--- src/rtl/stx_pkg.sv ---
package stx_pkg;

   typedef enum logic [1:0] {
      PAR_NONE = 2'd0,
      PAR_EVEN = 2'd1,
      PAR_ODD  = 2'd2,
      PAR_OFF  = 2'd3
   } par_mode_e;

   typedef enum logic [1:0] {
      STOP_ONE     = 2'd0,
      STOP_ONEHALF = 2'd1,
      STOP_TWO     = 2'd2,
      STOP_TWO_ALT = 2'd3
   } stop_mode_e;

   typedef struct packed {
      logic [1:0] len;
      par_mode_e  par;
      stop_mode_e stop;
   } tx_fmt_t;

   // start + 8 data + parity + 2 stop
   localparam int unsigned FRAME_W = 12;
   // up to 24 half-bits per character
   localparam int unsigned HALF_W  = 5;

endpackage

--- src/rtl/stx_fifo.sv ---
module stx_fifo #(
   parameter int unsigned WIDTH = 8,
   parameter int unsigned DEPTH = 4
) (
   input  logic             clk,
   input  logic             rst_n,
   input  logic             push,
   input  logic [WIDTH-1:0] din,
   input  logic             pop,
   output logic [WIDTH-1:0] dout,
   output logic             empty,
   output logic             full
);
   localparam int unsigned AW = $clog2(DEPTH);
   localparam int unsigned CW = AW + 1;
   localparam logic [CW-1:0] CNT_MAX = CW'(DEPTH);

   generate
      if (DEPTH < 2 || (DEPTH & (DEPTH - 1)) != 0) begin : g_bad_depth
         $error("stx_fifo: DEPTH must be a power of two of at least 2");
      end
   endgenerate

   logic [WIDTH-1:0] mem [DEPTH];
   logic [AW-1:0]    wptr, rptr;
   logic [CW-1:0]    count;
   logic             push_ok, pop_ok;

   assign empty   = (count == '0);
   assign full    = (count == CNT_MAX);
   assign push_ok = push && !full;
   assign pop_ok  = pop && !empty;
   assign dout    = mem[rptr];

   always_ff @(posedge clk) begin
      if (push_ok) mem[wptr] <= din;
   end

   always_ff @(posedge clk or negedge rst_n) begin
      if (!rst_n) begin
         wptr  <= '0;
         rptr  <= '0;
         count <= '0;
      end else begin
         if (push_ok) wptr <= wptr + AW'(1);
         if (pop_ok)  rptr <= rptr + AW'(1);
         case ({push_ok, pop_ok})
            2'b10:   count <= count + CW'(1);
            2'b01:   count <= count - CW'(1);
            default: count <= count;
         endcase
      end
   end

   AST_FIFO_BOUND: assert property (@(posedge clk) disable iff (!rst_n)
      count <= CNT_MAX);
   AST_FIFO_DROP_FULL: assert property (@(posedge clk) disable iff (!rst_n)
      (push && full && !pop) |=> $stable(count));

endmodule

--- src/rtl/stx_half_tick.sv ---
module stx_half_tick #(
   parameter int unsigned HALF_DIV = 8
) (
   input  logic clk,
   input  logic rst_n,
   input  logic run,
   output logic half_tick
);
   generate
      if (HALF_DIV < 1) begin : g_bad_div
         $error("stx_half_tick: HALF_DIV must be at least 1");
      end

      if (HALF_DIV == 1) begin : g_every_cycle
         assign half_tick = run;
      end else begin : g_counter
         localparam int unsigned CW = $clog2(HALF_DIV);
         localparam logic [CW-1:0] LAST = CW'(HALF_DIV - 1);
         logic [CW-1:0] cnt;

         assign half_tick = run && (cnt == LAST);

         always_ff @(posedge clk or negedge rst_n) begin
            if (!rst_n)          cnt <= '0;
            else if (!run)       cnt <= '0;
            else if (half_tick)  cnt <= '0;
            else                 cnt <= cnt + CW'(1);
         end

         AST_TICK_RESTART: assert property (@(posedge clk) disable iff (!rst_n)
            !run |=> !half_tick);
      end
   endgenerate

endmodule

--- src/rtl/stx_flow_gate.sv ---
module stx_flow_gate #(
   parameter bit         FLOW_SW   = 1'b1,
   parameter logic [7:0] PAUSE_CODE  = 8'h13,
   parameter logic [7:0] RESUME_CODE = 8'h11
) (
   input  logic       clk,
   input  logic       rst_n,
   input  logic       cts,
   input  logic       rx_valid,
   input  logic [7:0] rx_byte,
   output logic       allow
);
   logic paused;

   generate
      if (FLOW_SW) begin : g_sw_flow
         always_ff @(posedge clk or negedge rst_n) begin
            if (!rst_n)
               paused <= 1'b0;
            else if (rx_valid && rx_byte == PAUSE_CODE)
               paused <= 1'b1;
            else if (rx_valid && rx_byte == RESUME_CODE)
               paused <= 1'b0;
         end

         AST_PAUSE_HOLDS: assert property (@(posedge clk) disable iff (!rst_n)
            (rx_valid && rx_byte == PAUSE_CODE) |=> !allow);
      end else begin : g_hw_only
         assign paused = 1'b0;
      end
   endgenerate

   assign allow = cts && !paused;

endmodule

--- src/rtl/stx_shifter.sv ---
module stx_shifter
   import stx_pkg::*;
(
   input  logic    clk,
   input  logic    rst_n,
   input  logic    load,
   input  logic [7:0] data,
   input  tx_fmt_t fmt,
   input  logic    half_tick,
   output logic    busy,
   output logic    txd
);
   logic [FRAME_W-1:0] frame_d, sh;
   logic [HALF_W-1:0]  total_d, total_q, half_cnt;

   always_comb begin
      int   nbits;
      int   stop_h;
      logic ones;
      logic pe;
      nbits   = 5 + int'(fmt.len);
      ones    = ^(data & (8'hFF >> (2'd3 - fmt.len)));
      pe      = (fmt.par == PAR_EVEN) || (fmt.par == PAR_ODD);
      frame_d = '1;
      frame_d[0] = 1'b0;
      for (int i = 0; i < 8; i++) begin
         if (i < nbits) frame_d[i+1] = data[i];
      end
      if (pe) frame_d[nbits+1] = ones ^ (fmt.par == PAR_ODD);
      case (fmt.stop)
         STOP_ONE:     stop_h = 2;
         STOP_ONEHALF: stop_h = 3;
         default:      stop_h = 4;
      endcase
      total_d = HALF_W'(2 * (1 + nbits + int'(pe)) + stop_h);
   end

   always_ff @(posedge clk or negedge rst_n) begin
      if (!rst_n) begin
         sh       <= '1;
         busy     <= 1'b0;
         total_q  <= '0;
         half_cnt <= '0;
      end else if (load) begin
         sh       <= frame_d;
         busy     <= 1'b1;
         total_q  <= total_d;
         half_cnt <= '0;
      end else if (busy && half_tick) begin
         if (half_cnt == total_q - HALF_W'(1)) begin
            busy     <= 1'b0;
            sh       <= '1;
            half_cnt <= '0;
         end else begin
            half_cnt <= half_cnt + HALF_W'(1);
            if (half_cnt[0]) sh <= {1'b1, sh[FRAME_W-1:1]};
         end
      end
   end

   assign txd = sh[0];

   AST_IDLE_HIGH: assert property (@(posedge clk) disable iff (!rst_n)
      !busy |-> txd);
   AST_START_LOW: assert property (@(posedge clk) disable iff (!rst_n)
      $rose(busy) |-> !txd);
   AST_FMT_HELD: assert property (@(posedge clk) disable iff (!rst_n)
      (busy && $past(busy)) |-> $stable(total_q));
   AST_NO_LOAD_BUSY: assert property (@(posedge clk) disable iff (!rst_n)
      load |-> !busy);

endmodule

--- src/rtl/serial_tx_core.sv ---
module serial_tx_core
   import stx_pkg::*;
#(
   parameter int unsigned HALF_DIV = 8,
   parameter int unsigned DEPTH    = 4,
   parameter bit          FLOW_SW  = 1'b1
) (
   input  logic       clk,
   input  logic       rst_n,
   input  logic       wr_en,
   input  logic [7:0] wr_data,
   input  logic [1:0] cfg_len,
   input  logic [1:0] cfg_par,
   input  logic [1:0] cfg_stop,
   input  logic       cts,
   input  logic       rx_valid,
   input  logic [7:0] rx_byte,
   output logic       txd,
   output logic       fifo_full,
   output logic       hold_empty
);
   logic       fifo_empty, fifo_pop;
   logic [7:0] fifo_head;
   logic       hold_valid;
   logic [7:0] hold_data;
   logic       allow, busy, load, half_tick;
   tx_fmt_t    fmt;

   assign fmt = '{len: cfg_len, par: par_mode_e'(cfg_par), stop: stop_mode_e'(cfg_stop)};

   stx_fifo #(.WIDTH(8), .DEPTH(DEPTH)) i_fifo (
      .clk(clk), .rst_n(rst_n),
      .push(wr_en), .din(wr_data),
      .pop(fifo_pop), .dout(fifo_head),
      .empty(fifo_empty), .full(fifo_full)
   );

   stx_flow_gate #(.FLOW_SW(FLOW_SW)) i_gate (
      .clk(clk), .rst_n(rst_n), .cts(cts),
      .rx_valid(rx_valid), .rx_byte(rx_byte), .allow(allow)
   );

   stx_half_tick #(.HALF_DIV(HALF_DIV)) i_tick (
      .clk(clk), .rst_n(rst_n), .run(busy), .half_tick(half_tick)
   );

   assign load     = !busy && hold_valid && allow;
   assign fifo_pop = !fifo_empty && (!hold_valid || load);

   always_ff @(posedge clk or negedge rst_n) begin
      if (!rst_n) begin
         hold_valid <= 1'b0;
         hold_data  <= '0;
      end else if (fifo_pop) begin
         hold_valid <= 1'b1;
         hold_data  <= fifo_head;
      end else if (load) begin
         hold_valid <= 1'b0;
      end
   end

   assign hold_empty = !hold_valid;

   stx_shifter i_shift (
      .clk(clk), .rst_n(rst_n), .load(load), .data(hold_data),
      .fmt(fmt), .half_tick(half_tick), .busy(busy), .txd(txd)
   );

   AST_HOLD_KEEPS: assert property (@(posedge clk) disable iff (!rst_n)
      (hold_valid && !load) |=> hold_valid);
   AST_START_GATED: assert property (@(posedge clk) disable iff (!rst_n)
      $rose(busy) |-> $past(allow));

endmodule

--- config.mk ---
export PLATFORM = sky130hd
export DESIGN_NAME = serial_tx_core
export DESIGN_NICKNAME = d
export VERILOG_FILES = /design/src/rtl/stx_pkg.sv /design/src/rtl/stx_fifo.sv /design/src/rtl/stx_half_tick.sv /design/src/rtl/stx_flow_gate.sv /design/src/rtl/stx_shifter.sv /design/src/rtl/serial_tx_core.sv
export SDC_FILE = /design/constraint.sdc
export NUM_CORES = 1
export LEC_CHECK = 0
export ABC_CLOCK_PERIOD_IN_PS = 3770
export BUFFER_PORTS_ARGS = -buffer_cell sky130_fd_sc_hd__buf_4
export CAP_MARGIN = 40
export CORE_ASPECT_RATIO = 0.75
export CORE_MARGIN = 1.5
export CORE_UTILIZATION = 30
export DETAILED_ROUTE_END_ITERATION = 7
export PLACE_DENSITY = 0.5
export SETUP_SLACK_MARGIN = 0.15
export SLEW_MARGIN = 20
export SYNTH_ARGS = -nofsm -noshare
export SYNTH_HDL_FRONTEND = slang
export SYNTH_SLANG_ARGS = --single-unit
--- constraint.sdc ---
create_clock -name clk -period 3.77 [get_ports clk]
set_input_delay 0.377 -clock clk [delete_from_list [all_inputs] [get_ports clk]]
set_output_delay 0.377 -clock clk [all_outputs]
set_load 0.05 [all_outputs]
==> results of run 1 <==
-- cells by family (layout without fill, tap and decap cells) --
family,count (synthesis),count (layout)
adder cells (fa/ha/maj),26,26
multiplexers,18,18
AND/OR/NAND/NOR,78,78
AO/OA/AOI/OAI,61,61
XOR/XNOR,23,23
buffers and inverters,37,70
flip-flops,75,75
-- layer usage --
metal | share of wire | up-vias | routed length (um)
li1 | - | 1209 | -
met4 | 0.013 | 0 | 102
met2 | 0.42 | 40 | 3240
met1 | 0.53 | 1209 | 4110
met5 | 0 | - | 0
met3 | 0.038 | 7 | 298
-- flip-flops by register name, indices dropped and copies added (netlist names) --
| signal | flops |
|---|---|
| i_tick.g_counter.cnt | 3 |
| i_shift.sh | 12 |
| i_shift.half_cnt | 5 |
| i_shift.busy | 1 |
| i_fifo.count | 3 |
| i_fifo.mem | 32 |
| i_gate.paused | 1 |
| i_fifo.wptr | 2 |
| i_fifo.rptr | 2 |
| hold_valid | 1 |
| hold_data | 8 |
| i_shift.total_q | 5 |
-- cell usage after synthesis, types with 8 or more instances --
library cell,number
edfxtp_1,32
dfrtp_1,31
nand2_1,27
ha_1,24
inv_1,23
o21ai_0,17
xnor2_1,17
a21oi_1,13
dfstp_2,12
mux2_2,10
nor2_1,10
clkbuf_1,9
nand3_1,9
mux4_2,8
-- cells in the final DEF (no fill, tap or decap), types with 3 or more instances in the layout --
cell,instances
edfxtp_1,32
dfrtp_1,31
buf_4,31
nand2_1,27
ha_1,24
inv_1,23
xnor2_1,17
o21ai_0,17
a21oi_1,13
dfstp_2,12
mux2_2,10
nor2_1,10
nand3_1,9
clkbuf_16,9
mux4_2,8
and3_1,5
nor3_1,5
and2_1,5
xor2_1,5
a221o_1,5
nor3b_1,4
a31oi_1,4
nand2b_1,3
-- power by group through the flow --
stage                     sequential, uW  clock [uW]  combinational [uW]
final                               1390         839                1200
after global routing                1440         886                1340
after CTS                           1400         860                1210
after detailed placement            1410           0                1200
after global placement              1410           0                1200
after floorplan                     1300           0                1000
-- through the flow --
step | setup slack [ns] | cells | instance area (um^2) | hold slack, ns
3_5_place_dp | 1.27 | 501 | 4260 | 0.414
3_3_place_gp | 1.31 | 501 | 4260 | 0.420
4_1_cts | 1.34 | 517 | 4550 | 0.0601
2_1_floorplan | 1.47 | 318 | 3890 | 0.0814
5_1_grt | 1.18 | 517 | 4550 | 0.100
6_report | 1.36 | 517 | 4550 | 0.0404
-- worst paths after layout --
check                                                    endpoint  depth (start not counted)  slack [ns]
worst max-delay path                  i_fifo.count[2]$_DFFE_PN0P_                         10        1.36
worst min-delay path               i_shift.total_q[3]$_DFFE_PN0P_                          1        0.04
worst min register to register  i_tick.g_counter.cnt[0]$_DFF_PN0_                          1        0.44
max in group asynchronous              i_fifo.rptr[1]$_DFFE_PN0P_                          1        3.33
min in group clk                       i_fifo.mem[2][0]$_DFFE_PP_                          1        0.24
worst max register to register        i_fifo.count[2]$_DFFE_PN0P_                         10        1.36
-- layout make-up --
type	count	area [um^2]	area share
flip-flops and latches	75	2050	0.451
multi-input cells	206	1680	0.369
repair buffers	31	233	0.0511
clock buffers	10	229	0.0503
well taps	166	208	0.0456
inverters	23	86.3	0.0190
clock inverters	6	63.8	0.0140
==> flow_metrics.py, run 1 <==
metrics = {
    "outcome": {
        "status": "complete, no violations",
    },
    "sta": {
        "report.final.setup_viol": 0,
        "totalNegativeSetupSlack_ns": 0,
        "final_max_slew_viol_count": 0,
        "slew_headroom": 0.496,
        "fin_skew_ns": 0.00754,
        "rsz0062_at_grt": "false",
        "min_period_over_period": 0.640,
        "top_achievable_clock_speed_mhz": 414,
        "layout_min_cycle_time_ns": 2.41,
        "tightest_slew_ns": 0.754,
        "finalHoldViolations": 0,
    },
    "global_route": {
        "initial_antenna_violation_count": 0,
        "met3_use_gr": 0.0290,
        "grt.busiest_layer": "met2",
        "met1_resource_use_gr": 0.178,
        "first_global_vias": 2419,
        "grt_remaining_overflow": 0,
        "grt_first_pass_wirelength_mm": 12.7,
        "maximum_number_of_pins_on_one_net_before_global_route_repair": 44,
        "globalRouteMet2Util": 0.179,
        "gr-usage-all-layers": 0.123,
    },
    "logic_synthesis": {
        "number_of_different_library_cells_in_the_post_synthesis_netlist": 52,
        "ys_dominant_reg_cell": "edfxtp_1",
        "post_synth_instance_area_um2": 3890,
        "synthesized_area_per_cell_um2": 12.2,
        "synth_compound_gate_area_share": 0.108,
        "synth_xor_xnor_area_share": 0.0554,
        "synth.area.top_cells": "edfxtp_1, dfrtp_1, dfstp_2",
        "yosys_warnings": 0,
        "post_synth_fa_ha_maj_area_fraction": 0.0876,
        "synth_nets": 371,
        "synth_mux_area_frac": 0.0753,
        "synthArstFlopShare": 0.573,
        "largest_family_of_logic_cells_by_synthesized_area": "compound AO/OA/AOI/OAI gates",
        "number_of_enable_flip_flop_cells_after_synthesis": 32,
        "ys_ff_latch": 75,
        "ys_seq_area_frac": 0.528,
        "post-synth-top-area-cell": "edfxtp_1",
        "synth_top_area_share": 0.247,
        "syn_inst": 318,
        "simple_gate_share_of_the_synthesized_area": 0.106,
    },
    "final_layout": {
        "layout.nets": 399,
        "fin_util": 0.366,
        "post_route_cells_drive_above_1_share": 0.234,
        "n_antenna_cell": 0,
        "areaGrowthSynthToFinish_pct": 17.2,
        "num-fill-cells": 1203,
    },
    "power_and_ir_drop": {
        "total_power_uw": 3430,
        "net-switching-power_uw": 1180,
        "intPower_uw": 2250,
        "power.share.switching": 0.344,
        "p_leak_uw": 0.00181,
        "combPwrFrac": 0.349,
        "seqPwrFrac": 0.406,
        "power.density_cell_area_nw_per_um2": 753,
        "vdd_drop_max_uv": 263,
        "power.share.clock": 0.245,
    },
    "critical_path": {
        "timing.critical_path.from_type": "flop",
        "crit-reg2reg-launch": "i_shift.busy$_DFFE_PN0P_",
        "type_of_element_capturing_the_critical_path": "flop",
        "critical_path.startpoint": "i_shift.busy$_DFFE_PN0P_",
        "cpMaxStageDelayCell": "dfrtp_1",
        "max_stage_delay_ns": 0.48,
        "critical_path.cell_chain": "nand4bb_1 -> buf_4 -> a21oi_1 -> buf_4 -> ha_1 -> inv_1 -> fa_1 -> xor2_1 -> nor2_1 -> xor2_1",
        "worst_path_dominant_cell_family": "adder cells",
        "critical_path_class": "reg2reg",
        "cp_max_fo": 14,
        "critPathRequiredTime_ns": 4.03,
        "critical_path.n_buffers_inverters": 3,
        "crit_arrival_ns": 2.67,
    },
    "cts": {
        "cts-hold-fix-buffers": 0,
        "cts-root-to-sink-buffers": 2,
        "tritoncts.num_buffers": 9,
        "clock_tree.root_cell": "clkbuf_16",
        "postCtsResizedCells": 0,
        "postCtsSetupBuffers": 0,
        "tritoncts": "yes",
        "cts.sinks": 75,
        "cts.htree.levels": 3,
        "clock_pin_slew_on_the_worst_setup_and_hold_paths_ns": 0.06,
        "clock_network_latency_to_the_later_pin_of_the_worst_skew_pair_ns": 0.33,
    },
    "floorplan": {
        "die-width_um": 134,
        "die_y_um": 102,
        "floorplan.initialDensity": 0.312,
        "design.die.area_um2": 13700,
        "area_inside_the_core_boundary_um2": 12400,
        "num_io_pins": 30,
        "floorplan_row_count": 35,
    },
    "routing": {
        "antenna_violating_nets_post_route": 0,
        "wire_per_inst_um": 15.0,
        "first_iter_violations": 137,
        "drc_errors": 0,
        "vias_per_cell": 4.77,
        "first_pass_iters": 4,
        "route.final.wire_length_mm": 7.75,
        "route.vias.total": 2465,
    },
    "worst_hold_path": {
        "min-delay-path-class": "in2async",
    },
    "placed_design": {
        "count_of_input_and_output_buffers": 29,
        "gp_congestion": 0.765,
        "place.detailed.hpwl_mm": 5.58,
    },
    "job": {
        "max_cap_viol_count": 0,
    },
}
(Power assumes the default switching activity.)
==> run 2, diff against run 1 <==
- ABC_AREA: default -> 1
- ABC_CLOCK_PERIOD_IN_PS: 3770 -> 2000
- PLACE_DENSITY: 0.5 -> 0.51
- clock period: 3.77 -> 2 ns (I/O delays scaled with it)
==> run 2 against run 1 <==
Area after synthesis is 2.4% higher. Count of clock-buffer cells in the layout is 1 lower. Die area up 2.4%.
==> flow_metrics.py, run 2 <==
metrics = {
    "outcome": {
        "status": "complete, no violations",
    },
    "logic_synthesis": {
        "syn_inst": 456,
        "number_of_enable_flip_flop_cells_after_synthesis": 32,
        "ys_dominant_reg_cell": "edfxtp_1",
        "post-synth-top-area-cell": "edfxtp_1",
        "post_synth_instance_area_um2": 3980,
        "yosys_warnings": 0,
        "synth_top_area_share": 0.241,
        "synth.most_common_cell": "nand2_1",
        "number_of_different_library_cells_in_the_post_synthesis_netlist": 32,
        "synth.area.top_cells": "edfxtp_1, dfrtp_1, nand2_1",
        "ys_ff_latch": 75,
        "ys_seq_area_frac": 0.516,
        "synthTopCellsByCount": "nand2_1, nor2_1, inv_1",
        "synthArstFlopShare": 0.573,
        "synth_nets": 509,
        "synthesized_area_per_cell_um2": 8.73,
    },
    "sta": {
        "rsz0062_at_grt": "true",
        "tightest_slew_ns": 0.582,
        "min_period_over_period": 0.961,
        "top_achievable_clock_speed_mhz": 520,
        "slew_headroom": 0.612,
        "report.final.setup_viol": 0,
        "final_max_slew_viol_count": 0,
        "fin_skew_ns": 0.0107,
        "finalHoldViolations": 0,
        "layout_min_cycle_time_ns": 1.92,
        "totalNegativeSetupSlack_ns": 0,
    },
    "critical_path": {
        "crit_arrival_ns": 2.13,
        "critical_path_class": "reg2reg",
        "cp_max_fo": 3,
        "critPathRequiredTime_ns": 2.21,
        "critPathCapture": "i_fifo.count[2]$_DFFE_PN0P_",
        "timing.critical_path.from_type": "flop",
        "critical_path.startpoint": "i_shift.busy$_DFFE_PN0P_",
        "critical_r2r_capture": "i_fifo.count[2]$_DFFE_PN0P_",
        "timing.reg2reg.worst_path_depth": 11,
        "crit-reg2reg-launch": "i_shift.busy$_DFFE_PN0P_",
        "reg2reg_setup_slack_ns": 0.08,
        "type_of_element_capturing_the_critical_path": "flop",
    },
    "routing": {
        "antenna_violating_nets_post_route": 0,
        "route.final.wire_length_mm": 8.96,
        "first_iter_violations": 167,
        "vias_per_cell": 4.41,
        "first_pass_iters": 4,
        "route.vias.total": 3059,
        "wire_per_inst_um": 12.9,
        "drc_errors": 0,
    },
    "floorplan": {
        "die-width_um": 136,
        "floorplan_row_count": 36,
        "design.die.area_um2": 14000,
        "num_io_pins": 30,
        "area_inside_the_core_boundary_um2": 13000,
        "floorplan.initialDensity": 0.307,
        "die_y_um": 103,
    },
    "cts": {
        "clock_network_latency_to_the_later_pin_of_the_worst_skew_pair_ns": 0.33,
        "tritoncts.num_buffers": 9,
        "cts-root-to-sink-buffers": 2,
        "clock_tree.root_cell": "clkbuf_16",
        "cts.htree.levels": 3,
        "clock_pin_slew_on_the_worst_setup_and_hold_paths_ns": 0.06,
        "cts.sinks": 75,
        "tritoncts": "yes",
    },
    "global_route": {
        "maximum_number_of_pins_on_one_net_before_global_route_repair": 44,
        "gr-usage-all-layers": 0.137,
        "grt_first_pass_wirelength_mm": 14.7,
        "grt_remaining_overflow": 0,
        "initial_antenna_violation_count": 0,
        "first_global_vias": 2972,
    },
    "worst_hold_path": {
        "min-delay-path-class": "in2reg",
    },
    "final_layout": {
        "n_antenna_cell": 0,
        "biggestRegsByFlops": "i_fifo.mem: 32 flops, i_shift.sh: 12 flops, hold_data: 8 flops",
        "final_design_area_no_fill_um2": 5050,
        "layout.cells.most_common": "nand2_1",
        "max_flop_register": "i_fifo.mem",
        "most-common-layout-cells": "nand2_1, buf_4, nor2_1",
        "num-fill-cells": 1294,
        "post_route_cells_drive_above_1_share": 0.236,
        "layout.nets": 570,
        "areaGrowthSynthToFinish_pct": 27.0,
        "largest_register_ff_count": 32,
    },
    "placed_design": {
        "placedInstanceArea_um2": 4530,
        "place.detailed.hpwl_mm": 6.20,
        "gp_congestion": 0.775,
        "count_of_input_and_output_buffers": 29,
    },
    "job": {
        "max_cap_viol_count": 0,
    },
    "power_and_ir_drop": {
        "total_power_uw": 7510,
        "p_leak_uw": 0.00236,
        "power.density_cell_area_nw_per_um2": 1490,
        "vdd_drop_max_uv": 611,
    },
}
[run 2: cell types whose count changed after synthesis, sizes merged, moves of 6 or more]
cell / previous run / this run
inv: 23 / 56
o21ai: 17 / 37
o22ai: 2 / 8
a21oi: 13 / 7
nor2: 10 / 58
mux4: 8 / 0
nand2: 27 / 134
xnor2: 17 / 6
mux2: 10 / 1
nand3: 9 / 21
[run 2: final cells by class]
class                      count  area [um^2]  share of cell area
sequential                    75         2050               0.406
multi-input combinational    315         1800               0.355
clock inverter                 7         81.3              0.0161
clock buffer                   9          225              0.0446
inverter                      57          219              0.0433
tap                          171          214              0.0423
timing repair buffer          59          465              0.0921
[run 2: worst min path at each step]
stage | from | to | slack [ns] | cells after the start
5_1_grt | wr_data[1] | i_fifo.mem[1][1]$_DFFE_PP_ | 0.06 | 1
3_3_place_gp | rst_n | i_shift.total_q[1]$_DFFE_PN0P_ | 0.25 | 1
4_1_cts | wr_data[4] | i_fifo.mem[2][4]$_DFFE_PP_ | 0.05 | 1
2_1_floorplan | rst_n | hold_data[0]$_DFFE_PN0P_ | -0.1 | 0
3_5_place_dp | rst_n | i_shift.total_q[1]$_DFFE_PN0P_ | 0.25 | 1
6_report | wr_data[4] | i_fifo.mem[2][4]$_DFFE_PP_ | 0.07 | 1
[run 2: power by group]
| part | leakage, uW | internal, uW | switching [uW] |
|---|---|---|---|
| registers | 0.000795 | 2240 | 347 |
| logic | 0.00142 | 1270 | 1980 |
| clock network | 0.000153 | 989 | 685 |
[run 2: critical path, cell delays in order, from the launching register on]
cell and delay [ns]:
dfrtp_2 0.43, nor3_4 0.24, inv_4 0.06, nand2_4 0.09, o21ai_4 0.07, inv_4 0.06, ha_4 0.12, inv_2 0.04
fa_2 0.33, a21oi_1 0.12, o21ai_1 0.09, xor2_1 0.15
[run 2: through the flow]
step	std cells	worst slack (ns)	utilization	hold slack (ns)
3_5_place_dp	665	-0.0206	0.349	0.247
5_1_grt	693	-0.0513	0.390	0.0566
3_3_place_gp	665	0.0643	0.349	0.246
6_report	693	0.0770	0.390	0.0679
4_1_cts	684	0.0445	0.376	0.0532
2_1_floorplan	456	-0.208	-	-0.0956
[run 2: cells by family (layout without fill, tap and decap cells)]
group | after synthesis | after routing | synth area share
DFF | 75 | 75 | 0.516
adders and majority gates | 26 | 26 | 0.0855
AOI/OAI and AO/OA | 55 | 55 | 0.0751
muxes | 1 | 1 | 0.00283
xor gates and xnor gates | 12 | 12 | 0.0264
buffers and inverters | 68 | 132 | 0.0729
and+or+nand+nor | 219 | 221 | 0.222
[run 2: timing repair]
item	4_1_cts	5_1_grt
endpoints found under the setup margin	7	19
setup buffers	2	7
endpoints found under the hold margin	31	0
gates resized for setup	3	34
gates cloned	0	2
pin swaps	1	13
hold buffers	1	0
[run 2: metal layers]
| layer | GRT usage | vias to the layer above | routed length (um) |
|---|---|---|---|
| li1 | - | 1583 | - |
| met3 | 0.0339 | 4 | 308 |
| met4 | 0.0393 | 0 | 55 |
| met5 | 0 | - | 0 |
| met1 | 0.197 | 1421 | 4830 |
| met2 | 0.205 | 51 | 3770 |
==> run 3, diff against run 2 <==
- ABC_AREA: 1 -> 0
==> run 3 against run 2 <==
Largest cell class unchanged. Setup slack improved by 0.018 ns. Sequential share of layout area is 1.9 points lower. Combinational power grew 6.8%. Count of clock-buffer cells in the layout did not move. Clock skew fell by 0.0050 ns. Hold slack worse by 0.0013 ns. Highest routed layer unchanged. Sequential cell count unchanged.
==> flow_metrics.py, run 3 (same netlist as run 1, synthesis figures left out) <==
metrics = {
    "outcome": {
        "status": "complete, no violations",
    },
    "final_layout": {
        "n_antenna_cell": 0,
        "largest_register_ff_count": 32,
        "final_design_area_no_fill_um2": 5300,
        "areaGrowthSynthToFinish_pct": 36.4,
        "most-common-layout-cells": "buf_4, edfxtp_1, dfrtp_1",
        "layout.cells.most_common": "buf_4",
        "biggestRegsByFlops": "i_fifo.mem: 32 flops, i_shift.sh: 12 flops, hold_data: 8 flops",
        "post_route_cells_drive_above_1_share": 0.441,
        "layout.nets": 449,
        "max_flop_register": "i_fifo.mem",
    },
    "sta": {
        "finalHoldViolations": 0,
        "top_achievable_clock_speed_mhz": 525,
        "report.final.setup_viol": 0,
        "fin_skew_ns": 0.00570,
        "tightest_slew_ns": 0.565,
        "slew_headroom": 0.623,
        "layout_min_cycle_time_ns": 1.90,
        "min_period_over_period": 0.952,
        "rsz0062_at_grt": "true",
        "timing.final.ws_setup_ns": 0.0954,
        "final_max_slew_viol_count": 0,
    },
    "routing": {
        "route.final.wire_length_mm": 8.53,
        "wire_per_inst_um": 15.0,
        "route.vias.total": 2695,
        "antenna_violating_nets_post_route": 0,
        "vias_per_cell": 4.75,
        "first_pass_iters": 4,
        "first_iter_violations": 155,
        "drc_errors": 0,
    },
    "cts": {
        "cts-root-to-sink-buffers": 2,
        "cts.htree.levels": 3,
        "clock_network_latency_to_the_later_pin_of_the_worst_skew_pair_ns": 0.33,
        "tritoncts.num_buffers": 9,
        "tritoncts": "yes",
        "clock_pin_slew_on_the_worst_setup_and_hold_paths_ns": 0.06,
        "cts.sinks": 75,
        "clock_tree.root_cell": "clkbuf_16",
    },
    "floorplan": {
        "die-width_um": 134,
        "floorplan.initialDensity": 0.312,
        "area_inside_the_core_boundary_um2": 12400,
        "design.die.area_um2": 13700,
        "num_io_pins": 30,
        "floorplan_row_count": 35,
        "die_y_um": 102,
    },
    "critical_path": {
        "critPathRequiredTime_ns": 2.25,
        "timing.reg2reg.worst_path_depth": 6,
        "crit_arrival_ns": 2.16,
        "type_of_element_capturing_the_critical_path": "flop",
        "critical_r2r_capture": "i_shift.sh[4]$_DFFE_PN1P_",
        "reg2reg_setup_slack_ns": 0.1,
        "crit-reg2reg-launch": "i_gate.paused$_DFFE_PN0P_",
        "timing.critical_path.from_type": "flop",
        "cp_max_fo": 5,
        "critical_path_class": "reg2reg",
    },
    "placed_design": {
        "placedInstanceArea_um2": 4690,
        "preCtsSetupSlack_ns": -0.0931,
        "place.detailed.hpwl_mm": 6.02,
        "gp_congestion": 0.780,
        "count_of_input_and_output_buffers": 29,
    },
    "power_and_ir_drop": {
        "vdd_drop_max_uv": 628,
        "total_power_uw": 7640,
        "p_leak_uw": 0.00212,
        "power.density_cell_area_nw_per_um2": 1440,
    },
    "worst_hold_path": {
        "min-delay-start": "wr_data[2]",
        "worst_hold_path.num_cells": 1,
        "min_to": "i_fifo.mem[0][2]$_DFFE_PP_",
        "min-delay-path-class": "in2reg",
    },
    "global_route": {
        "grt_remaining_overflow": 0,
        "gr-usage-all-layers": 0.136,
        "maximum_number_of_pins_on_one_net_before_global_route_repair": 44,
        "grt_first_pass_wirelength_mm": 14.1,
        "first_global_vias": 2624,
        "initial_antenna_violation_count": 0,
    },
    "job": {
        "max_cap_viol_count": 0,
    },
}
-- run 3: changes by cell type in the layout (fill, tap and decap cells not counted), sizes merged, moves of 5 or more --
| cell | previous run | this run |
|---|---|---|
| o21ai | 37 | 17 |
| nand3 | 21 | 9 |
| a221o | 0 | 5 |
| and3 | 0 | 5 |
| and2 | 0 | 5 |
| o22ai | 8 | 2 |
| a21oi | 7 | 13 |
| mux2 | 1 | 10 |
| mux4 | 0 | 8 |
| nand2 | 136 | 27 |
| buf | 58 | 79 |
| nor2 | 58 | 10 |
| xnor2 | 6 | 17 |
| inv | 61 | 25 |
-- run 3: metal layers --
layer  global-route usage  up-vias  share of wire  routed length [um]
met5                    0        -              0                   0
met3               0.0320        6          0.031                 267
li1                     -     1310              -                   -
met1                0.205     1332           0.53                4550
met2                0.190       47           0.42                3620
met4               0.0471        0          0.012                 100
-- run 3: through the flow --
step	util	hold WS [ns]	setup TNS [ns]	std cells
global placement	0.377	0.239	-0.0590	539
detailed placement	0.377	0.237	-0.589	539
finish	0.426	0.0665	0	567
CTS	0.412	0.0554	0	564
global route	0.426	0.0510	-0.0598	567
floorplan	-	-0.0956	-0.0392	318
-- run 3: layout make-up --
type | instances | area, um^2
clock buffers | 9 | 225
fillers | 1201 | 7140
flip-flops and latches | 75 | 2050
inverters | 23 | 93.8
multi-input cells | 207 | 2020
well taps | 166 | 208
clock inverters | 7 | 80.1
repair buffers | 80 | 622
-- run 3: how the worst max path moves through the flow --
stage / endpoint / slack [ns] / cells after the start / startpoint
2_1_floorplan: i_fifo.count[2]$_DFFE_PN0P_ / -0.04 / 10 / i_shift.busy$_DFFE_PN0P_
3_3_place_gp: i_shift.total_q[4]$_DFFE_PN0P_ / -0.03 / 11 / cfg_len[1]
3_5_place_dp: i_shift.total_q[4]$_DFFE_PN0P_ / -0.09 / 11 / cfg_len[1]
4_1_cts: i_fifo.count[2]$_DFFE_PN0P_ / 0.04 / 8 / i_shift.busy$_DFFE_PN0P_
5_1_grt: i_fifo.count[2]$_DFFE_PN0P_ / -0.06 / 8 / i_shift.busy$_DFFE_PN0P_
6_report: i_shift.sh[4]$_DFFE_PN1P_ / 0.1 / 6 / i_gate.paused$_DFFE_PN0P_
-- run 3: what timing repair did --
item	in CTS	in global routing
endpoints found under the setup margin	18	32
pin swaps	19	11
hold buffers	1	0
endpoints found under the hold margin	31	0
cloned	2	0
setup buffers	6	3
gates resized for setup	19	26
-- run 3: worst max-delay path, cell delays in order (launching register included) --
cell and delay [ns]:
dfrtp_1 0.39, buf_4 0.14, and4bb_2 0.36, nor2_1 0.08
a31o_2 0.24, or2_4 0.29, a221o_1 0.32
-- run 3: where the power goes --
group | switching [uW] | leakage (uW) | internal, uW
clock | 663 | 0.000149 | 985
combinational | 1680 | 0.00117 | 1790
sequential | 336 | 0.000798 | 2190
